**src/rtl/blk_loop_pkg.sv**
```systemverilog
package blk_loop_pkg;
  typedef enum logic [1:0] {
    CMD_HOLD = 2'd0,
    CMD_UP   = 2'd1,
    CMD_DN   = 2'd2
  } corr_cmd_e;
endpackage

```
**src/rtl/blk_code_cmp.sv**
```systemverilog
module blk_code_cmp
  import blk_loop_pkg::*;
#(
  parameter int CODE_W = 10,
  parameter int TGT_W  = 7
) (
  input  logic              clk,
  input  logic              clr,
  input  logic              en,
  input  logic [CODE_W-1:0] code,
  input  logic [TGT_W-1:0]  target,
  output logic              up,
  output logic              dn
);
  localparam int PAD_W = CODE_W - TGT_W;

  logic [CODE_W-1:0] tgt_ext;
  corr_cmd_e         cmd_d, cmd_q;

  assign tgt_ext = {{PAD_W{1'b0}}, target};

  always_comb begin
    cmd_d = CMD_HOLD;
    if (en) begin
      if (code < tgt_ext)      cmd_d = CMD_UP;
      else if (code > tgt_ext) cmd_d = CMD_DN;
    end
  end

  always_ff @(posedge clk) begin
    if (clr) cmd_q <= CMD_HOLD;
    else     cmd_q <= cmd_d;
  end

  assign up = (cmd_q == CMD_UP);
  assign dn = (cmd_q == CMD_DN);
endmodule

```
**src/rtl/blk_edge_det.sv**
```systemverilog
module blk_edge_det #(
  parameter bit IDLE = 1'b0
) (
  input  logic clk,
  input  logic clr,
  input  logic sig,
  output logic rise,
  output logic fall
);
  logic sig_q;

  always_ff @(posedge clk) begin
    if (clr) sig_q <= IDLE;
    else     sig_q <= sig;
  end

  assign rise = ~sig_q & sig;
  assign fall = sig_q & ~sig;
endmodule

```
**src/rtl/blk_boost_ctr.sv**
```systemverilog
module blk_boost_ctr #(
  parameter int CNT_W = 3
) (
  input  logic             clk,
  input  logic             clr,
  input  logic             load,
  input  logic             step,
  input  logic [CNT_W-1:0] load_val,
  input  logic             force_hi,
  output logic             busy,
  output logic             gain_hi
);
  logic [CNT_W-1:0] cnt_q, cnt_d;
  logic             gain_q;

  always_comb begin
    cnt_d = cnt_q;
    if (load)                           cnt_d = load_val;
    else if (step && (cnt_q != '0))     cnt_d = cnt_q - 1'b1;
  end

  always_ff @(posedge clk) begin
    if (clr) begin
      cnt_q  <= '0;
      gain_q <= 1'b0;
    end else begin
      cnt_q  <= cnt_d;
      gain_q <= force_hi | (cnt_d != '0);
    end
  end

  assign busy    = (cnt_q != '0);
  assign gain_hi = gain_q;
endmodule

```
**src/rtl/blk_loop_ctrl.sv**
```systemverilog
module blk_loop_ctrl #(
  parameter int CODE_W  = 10,
  parameter int TGT_W   = 7,
  parameter int BOOST_W = 3
) (
  input  logic               clk,
  input  logic               rst,
  input  logic               blk_rst_cfg,
  input  logic               pwr_dn_cfg,
  input  logic               stby_n,
  input  logic [CODE_W-1:0]  code_in,
  input  logic               code_vld,
  input  logic               ob_win,
  input  logic               cs_n,
  input  logic [TGT_W-1:0]   target_cfg,
  input  logic [BOOST_W:0]   boost_cfg,
  output logic               corr_up,
  output logic               corr_dn,
  output logic               gain_high,
  output logic               boost_active
);
  logic loop_clr;
  logic acc_done, acc_start_unused;
  logic win_open_unused, win_close;

  assign loop_clr = rst | blk_rst_cfg | pwr_dn_cfg | ~stby_n;

  blk_code_cmp #(.CODE_W(CODE_W), .TGT_W(TGT_W)) u_cmp (
    .clk    (clk),
    .clr    (loop_clr),
    .en     (ob_win & code_vld),
    .code   (code_in),
    .target (target_cfg),
    .up     (corr_up),
    .dn     (corr_dn)
  );

  blk_edge_det #(.IDLE(1'b1)) u_cs_edge (
    .clk  (clk),
    .clr  (loop_clr),
    .sig  (cs_n),
    .rise (acc_done),
    .fall (acc_start_unused)
  );

  blk_edge_det #(.IDLE(1'b0)) u_ob_edge (
    .clk  (clk),
    .clr  (loop_clr),
    .sig  (ob_win),
    .rise (win_open_unused),
    .fall (win_close)
  );

  blk_boost_ctr #(.CNT_W(BOOST_W)) u_boost (
    .clk      (clk),
    .clr      (loop_clr),
    .load     (acc_done),
    .step     (win_close),
    .load_val (boost_cfg[BOOST_W-1:0]),
    .force_hi (boost_cfg[BOOST_W]),
    .busy     (boost_active),
    .gain_hi  (gain_high)
  );
endmodule

```
**config.mk**
```make
export PLATFORM = sky130hd
export DESIGN_NAME = blk_loop_ctrl
export DESIGN_NICKNAME = d
export VERILOG_FILES = /design/src/rtl/blk_loop_pkg.sv /design/src/rtl/blk_code_cmp.sv /design/src/rtl/blk_edge_det.sv /design/src/rtl/blk_boost_ctr.sv /design/src/rtl/blk_loop_ctrl.sv
export SDC_FILE = /design/constraint.sdc
export NUM_CORES = 1
export LEC_CHECK = 0
export CORE_MARGIN = 2
export CORE_UTILIZATION = 45
export DETAILED_ROUTE_END_ITERATION = 7
export DONT_BUFFER_PORTS = 1
export GPL_TIMING_DRIVEN = 0
export PLACE_DENSITY = 0.62
export SKIP_CTS_REPAIR_TIMING = 1
export SLEW_MARGIN = 5
export SYNTH_ARGS = -nofsm -noshare
export SYNTH_HDL_FRONTEND = slang
export SYNTH_SLANG_ARGS = --single-unit
```
**constraint.sdc**
```tcl
create_clock -name clk -period 3.1 [get_ports clk]
set_input_delay 0 -clock clk [delete_from_list [all_inputs] [get_ports clk]]
set_output_delay 0 -clock clk [all_outputs]
set_load 0.01 [all_outputs]
```
==> flow_metrics.tcl, run 1 <==
set metrics [dict create \
    pwr-share-clk_pct 36.1 \
    crit_chain "inv_1 > ha_1 > nor2b_1 > or4_1 > nand3_1 > o41a_1 > dlygate4sd3_1" \
    endpoint_kind "register" \
    io_buffers 0 \
    first_pass_iters 4 \
    antenna_found_initial 0 \
    cts_max_level 1 \
    die_x_um 40.0 \
    rsz0062_at_grt "false" \
    min_period_ps 2220 \
    status "finished, violations left" \
    wl_um 1170 \
    critPathSlowestCell "dlygate4sd3_1" \
    synth_edf_count 0 \
    grt.overflow.total 0 \
    clkLatencyLatePin_ps 250 \
    comb_power_share_pct 15.6 \
    cts_tree "built" \
    vias 532 \
    dp_slack_ps 1500 \
    num_rows 12 \
    initial_core_util_pct 50.5 \
    async_reset_ff_share_pct 0 \
    fin_nets 124 \
    avgViaCountPerCell 5.43 \
    cts.path.max_buffers 2 \
    start_kind "register" \
    yosysSeqAreaShare_pct 27.4 \
    yosysMostFrequentCell "inv_1" \
    p_per_area_mw_per_mm2 286 \
    netlist_top_cells_count "inv_1, ha_1, dfxtp_1" \
    switching_share_pct 22.4 \
    syn-cell-area_sq_um 584 \
    max_freq_ghz 0.450 \
    finalCritPeriodShare_pct 71.8 \
    yosys.area.top_type_share_pct 27.4 \
    worst-path-buf-inv 2 \
    holdWs_ps -2.59 \
    cts-root-buf "clkbuf_4" \
    gp_congestion 0.801 \
    grt_pass1_wl_um 1550 \
    pwr-share-seq_pct 48.3 \
    clk_pin_slew_worst_paths_ps 50 \
    slew_headroom_pct 75.4 \
    p_total_mw 0.216 \
    syn_nets 106 \
    drc 0 \
    syn_inst 68 \
    cp.required_ps 3230 \
    hold_violations 1 \
    critPathKind "reg2reg" \
    syn_to_final_growth_pct 29.1 \
    synth_area_leader_cell "dfxtp_1" \
    worst_slack_ps 876 \
    die_h_um 40.0 \
    wire_per_inst_um 12.0 \
    cts_buffers 3 \
    drtIter0Drc 5 \
    yosysUniqueCellTypes 25 \
    worst_pin_slew_ps 368 \
    synthTopCellsByArea "dfxtp_1, ha_1, inv_1, nand2b_1, nor4b_4" \
    critPathArrivalTime_ps 2360 \
    ir_drop_uv 219 \
    crit_path_max_incr_delay_ps 570 \
    max_cap_violations 0 \
    io_pins 33 \
    drtAntennaViolNets 0 \
    clock_sinks 8 \
    synth-seq-cells 8 \
    die_area_sq_mm 0.00160 \
    drive_gt1_share_pct 7.14 \
    hold_path.class "in2reg" \
    synth_area_per_cell_sq_um 8.59 \
    ff2ff_setup_slack_ps 880 \
    core_sq_mm 0.00116 \
    setup_viol 0 \
    intPower_mw 0.168 \
    setup_tns_ps 0 \
    grt_max_degree 8 \
    yosys_warnings 0 \
    grt_use_total_pct 14.8 \
    synth_ff_type "dfxtp_1" \
    switchingPower_mw 0.0483 \
    grt_pass1_vias 413 \
    diodes 0 \
    fin_skew_ps 2.65 \
    slew_violations 0 \
    cpLargestDelayFamily "buffers and inverters" \
    cp_max_fo 5 \
    violations "negative hold slack" \
    dpl.hpwl_um 874 \
    leakage_nw 0.353 \
]
==> kinds of logic (layout without fill, tap and decap cells) <==
| logic type | Yosys count | in the layout | share of synthesized area, % |
|---|---|---|---|
| flip-flops | 8 | 8 | 27.4 |
| AO/OA/AOI/OAI | 10 | 10 | 11.6 |
| adder cells (fa/ha/maj) | 9 | 9 | 19.3 |
| buffers and inverters | 11 | 27 | 7.07 |
| AND/OR/NAND/NOR | 30 | 30 | 34.7 |
==> placed cells by master (no fill, tap or decap), drive strengths merged, types with 2 or more instances in the layout <==
master,Yosys,layout
or4,2,2
nor2b,4,4
nand2b,4,4
inv,11,11
nor4,2,2
clkbuf,0,3
nand2,4,4
ha,9,9
dlygate4sd3,0,13
o21ai,2,2
nand3,4,4
a21oi,3,3
dfxtp,8,8
and2,4,4
==> final timing paths <==
kind / start / endpoint / cells past startpoint
max: u_boost.cnt_q[1] / u_boost.gain_hi / 7
min: code_vld / u_cmp.cmd_q[1] / 3
max reg2reg: u_boost.cnt_q[1] / u_boost.gain_hi / 7
min reg2reg: u_boost.cnt_q[2] / u_boost.cnt_q[2] / 3
==> sequential cells by signal (all words and copies together) (netlist names) <==
register         count
u_boost.gain_hi      1
u_cs_edge.sig_q      1
u_boost.cnt_q        3
u_ob_edge.sig_q      1
u_cmp.cmd_q          2
==> worst register-to-register path, delay by kind of cell (launching register included) <==
kind	cells	cell delay, ps
AO/OA/AOI/OAI	1	410
adder cells (fa/ha/maj)	1	150
buffers and inverters	2	650
flip-flops	1	320
AND/OR/NAND/NOR	3	580
==> layout make-up <==
type / instances / area, sq um
Fill cell: 101 / 402
Sequential cell: 8 / 160
Timing Repair Buffer: 13 / 130
Tap cell: 14 / 17.5
Inverter: 11 / 41.3
Multi-Input combinational cell: 49 / 383
Clock buffer: 3 / 22.5
==> per-layer routing <==
metal | vias up | wire, um | global-route usage (%)
met5 | - | 0 | 0
met4 | 0 | 4 | 7.76
met3 | 2 | 85 | 5.00
met2 | 21 | 551 | 24.2
met1 | 235 | 532 | 16.8
li1 | 274 | - | -
==> power groups by stage <==
| stage | clock network [mW] | registers (mW) | logic, mW |
|---|---|---|---|
| after floorplan | 0 | 0.106 | 0.0192 |
| after global placement | 0 | 0.106 | 0.0225 |
| after detailed placement | 0 | 0.107 | 0.0230 |
| after CTS | 0.0817 | 0.104 | 0.0232 |
| after global routing | 0.0892 | 0.104 | 0.0393 |
| final | 0.0780 | 0.104 | 0.0336 |
==> stage by stage <==
stage / cells / util (%) / hold WS (ps) / instance area [sq um]
5_1_grt: 98 / 65.3 / -7.95 / 754
6_report: 98 / 65.3 / -2.59 / 754
2_1_floorplan: 68 / - / 101 / 584
3_5_place_dp: 82 / 52.1 / 107 / 602
3_3_place_gp: 82 / 52.1 / 102 / 602
4_1_cts: 85 / 54.0 / -158 / 624
Power figures use the tool's default switching activity.
==> run 2: changes to the inputs <==
==> constraint.sdc (replaced) <==
create_clock -name clk -period 2.3 [get_ports clk]
set_input_delay 0 -clock clk [delete_from_list [all_inputs] [get_ports clk]]
set_output_delay 0 -clock clk [all_outputs]
set_load 0.01 [all_outputs]
==> flow_metrics.tcl, run 2 (synthesis results as in run 1) <==
set metrics [dict create \
    status "finished, violations left" \
    violations "negative hold slack" \
    drtIter0Drc 2 \
    grt_use_total_pct 14.8 \
    die_h_um 40.0 \
    dp_slack_ps 696 \
    wire_per_inst_um 11.8 \
    pwr-share-clk_pct 36.2 \
    worstHoldStart "code_vld" \
    switching_share_pct 22.4 \
    endpoint_kind "register" \
    grt.overflow.total 0 \
    max_cap_violations 0 \
    vias 535 \
    ir_drop_uv 296 \
    cts-root-buf "clkbuf_4" \
    comb_power_share_pct 15.6 \
    max_freq_ghz 0.615 \
    io_buffers 0 \
    ff2ff_setup_slack_ps 670 \
    die_area_sq_mm 0.00160 \
    syn_to_final_growth_pct 29.1 \
    avgViaCountPerCell 5.46 \
    hold_violations 1 \
    top_register "u_boost.cnt_q" \
    leakage_nw 0.353 \
    grt_pass1_wl_um 1550 \
    io_pins 33 \
    finalCritPeriodShare_pct 70.7 \
    holdPathStages 3 \
    start_kind "register" \
    setup_tns_ps 0 \
    hold_path.class "in2reg" \
    setup_viol 0 \
    antenna_found_initial 0 \
    clk_pin_slew_worst_paths_ps 50 \
    largestRegisters "u_boost.cnt_q x3, u_cmp.cmd_q x2" \
    fin_nets 124 \
    p_per_area_mw_per_mm2 387 \
    min_period_ps 1630 \
    timing.rr.end "u_boost.gain_hi" \
    drive_gt1_share_pct 7.14 \
    clkLatencyLatePin_ps 250 \
    cts_tree "built" \
    grt_max_degree 8 \
    drtAntennaViolNets 0 \
    largest_reg_flops 3 \
    gp_congestion 0.801 \
    slew_headroom_pct 77.3 \
    num_rows 12 \
    final_common_cell "dlygate4sd3_1" \
    intPower_mw 0.226 \
    reg2reg_depth 6 \
    critPathArrivalTime_ps 1760 \
    drc 0 \
    worst_pin_slew_ps 339 \
    switchingPower_mw 0.0654 \
    holdWs_ps -3.03 \
    cts_buffers 3 \
    dpl.hpwl_um 874 \
    diodes 0 \
    whs_endpoint "u_cmp.cmd_q[1]" \
    r2r-start "u_boost.cnt_q[0]" \
    core_sq_mm 0.00116 \
    die_x_um 40.0 \
    cts_max_level 1 \
    worst_slack_ps 673 \
    place_inst 82 \
    initial_core_util_pct 50.5 \
    cts.path.max_buffers 2 \
    first_pass_iters 4 \
    cp.required_ps 2440 \
    wl_um 1160 \
    critPathKind "reg2reg" \
    cp_max_fo 5 \
    rsz0062_at_grt "false" \
    mostFrequentLayoutCells "dlygate4sd3_1, inv_1, ha_1" \
    slew_violations 0 \
    clock_sinks 8 \
    grt_pass1_vias 413 \
    final_cells 98 \
    pwr-share-seq_pct 48.2 \
    fin_skew_ps 2.35 \
]
run 2: power by group through the flow:
stage	registers, mW	logic (mW)	clock network (mW)
global route	0.141	0.0533	0.120
finish	0.141	0.0456	0.105
CTS	0.141	0.0313	0.110
detailed placement	0.144	0.0310	0
global placement	0.144	0.0303	0
floorplan	0.143	0.0258	0
run 2: area by class of cell:
class / count / area, sq um
repair buffers: 13 / 130
multi-input cells: 49 / 383
fillers: 99 / 402
inverters: 11 / 41.3
clock buffers: 3 / 22.5
flip-flops and latches: 8 / 160
well taps: 14 / 17.5
run 2: critical path, cell delays in order (launching register included):
cell and delay [ps]:
dfxtp_1 310, inv_1 70, ha_1 150, nor2b_1 310, or4_1 170, nand3_1 90, o41a_1 400
run 2: per-stage QoR:
stage	area, sq um	power [mW]	util [%]	hold slack (ps)
4_1_cts	624	0.282	54.0	-158
3_5_place_dp	602	0.175	52.1	107
2_1_floorplan	584	0.169	-	101
3_3_place_gp	602	0.174	52.1	102
6_report	754	0.292	65.3	-3.03
5_1_grt	754	0.314	65.3	2.97
run 2: layer usage:
layer	GRT usage (%)	up-vias	share of wire, %
met3	5.00	2	7.3
met5	0	-	0
met2	24.2	21	47
met1	16.8	238	45
met4	7.76	0	0.34
li1	-	274	-
run 2: how the worst max path moves through the flow:
stage                           from               to  cells after the start
floorplan           u_boost.cnt_q[0]  u_boost.gain_hi                      6
global placement    u_boost.cnt_q[0]  u_boost.gain_hi                      6
detailed placement  u_boost.cnt_q[0]  u_boost.gain_hi                      6
CTS                 u_boost.cnt_q[0]  u_boost.gain_hi                      6
global route        u_boost.cnt_q[0]  u_boost.gain_hi                      6
finish              u_boost.cnt_q[0]  u_boost.gain_hi                      6
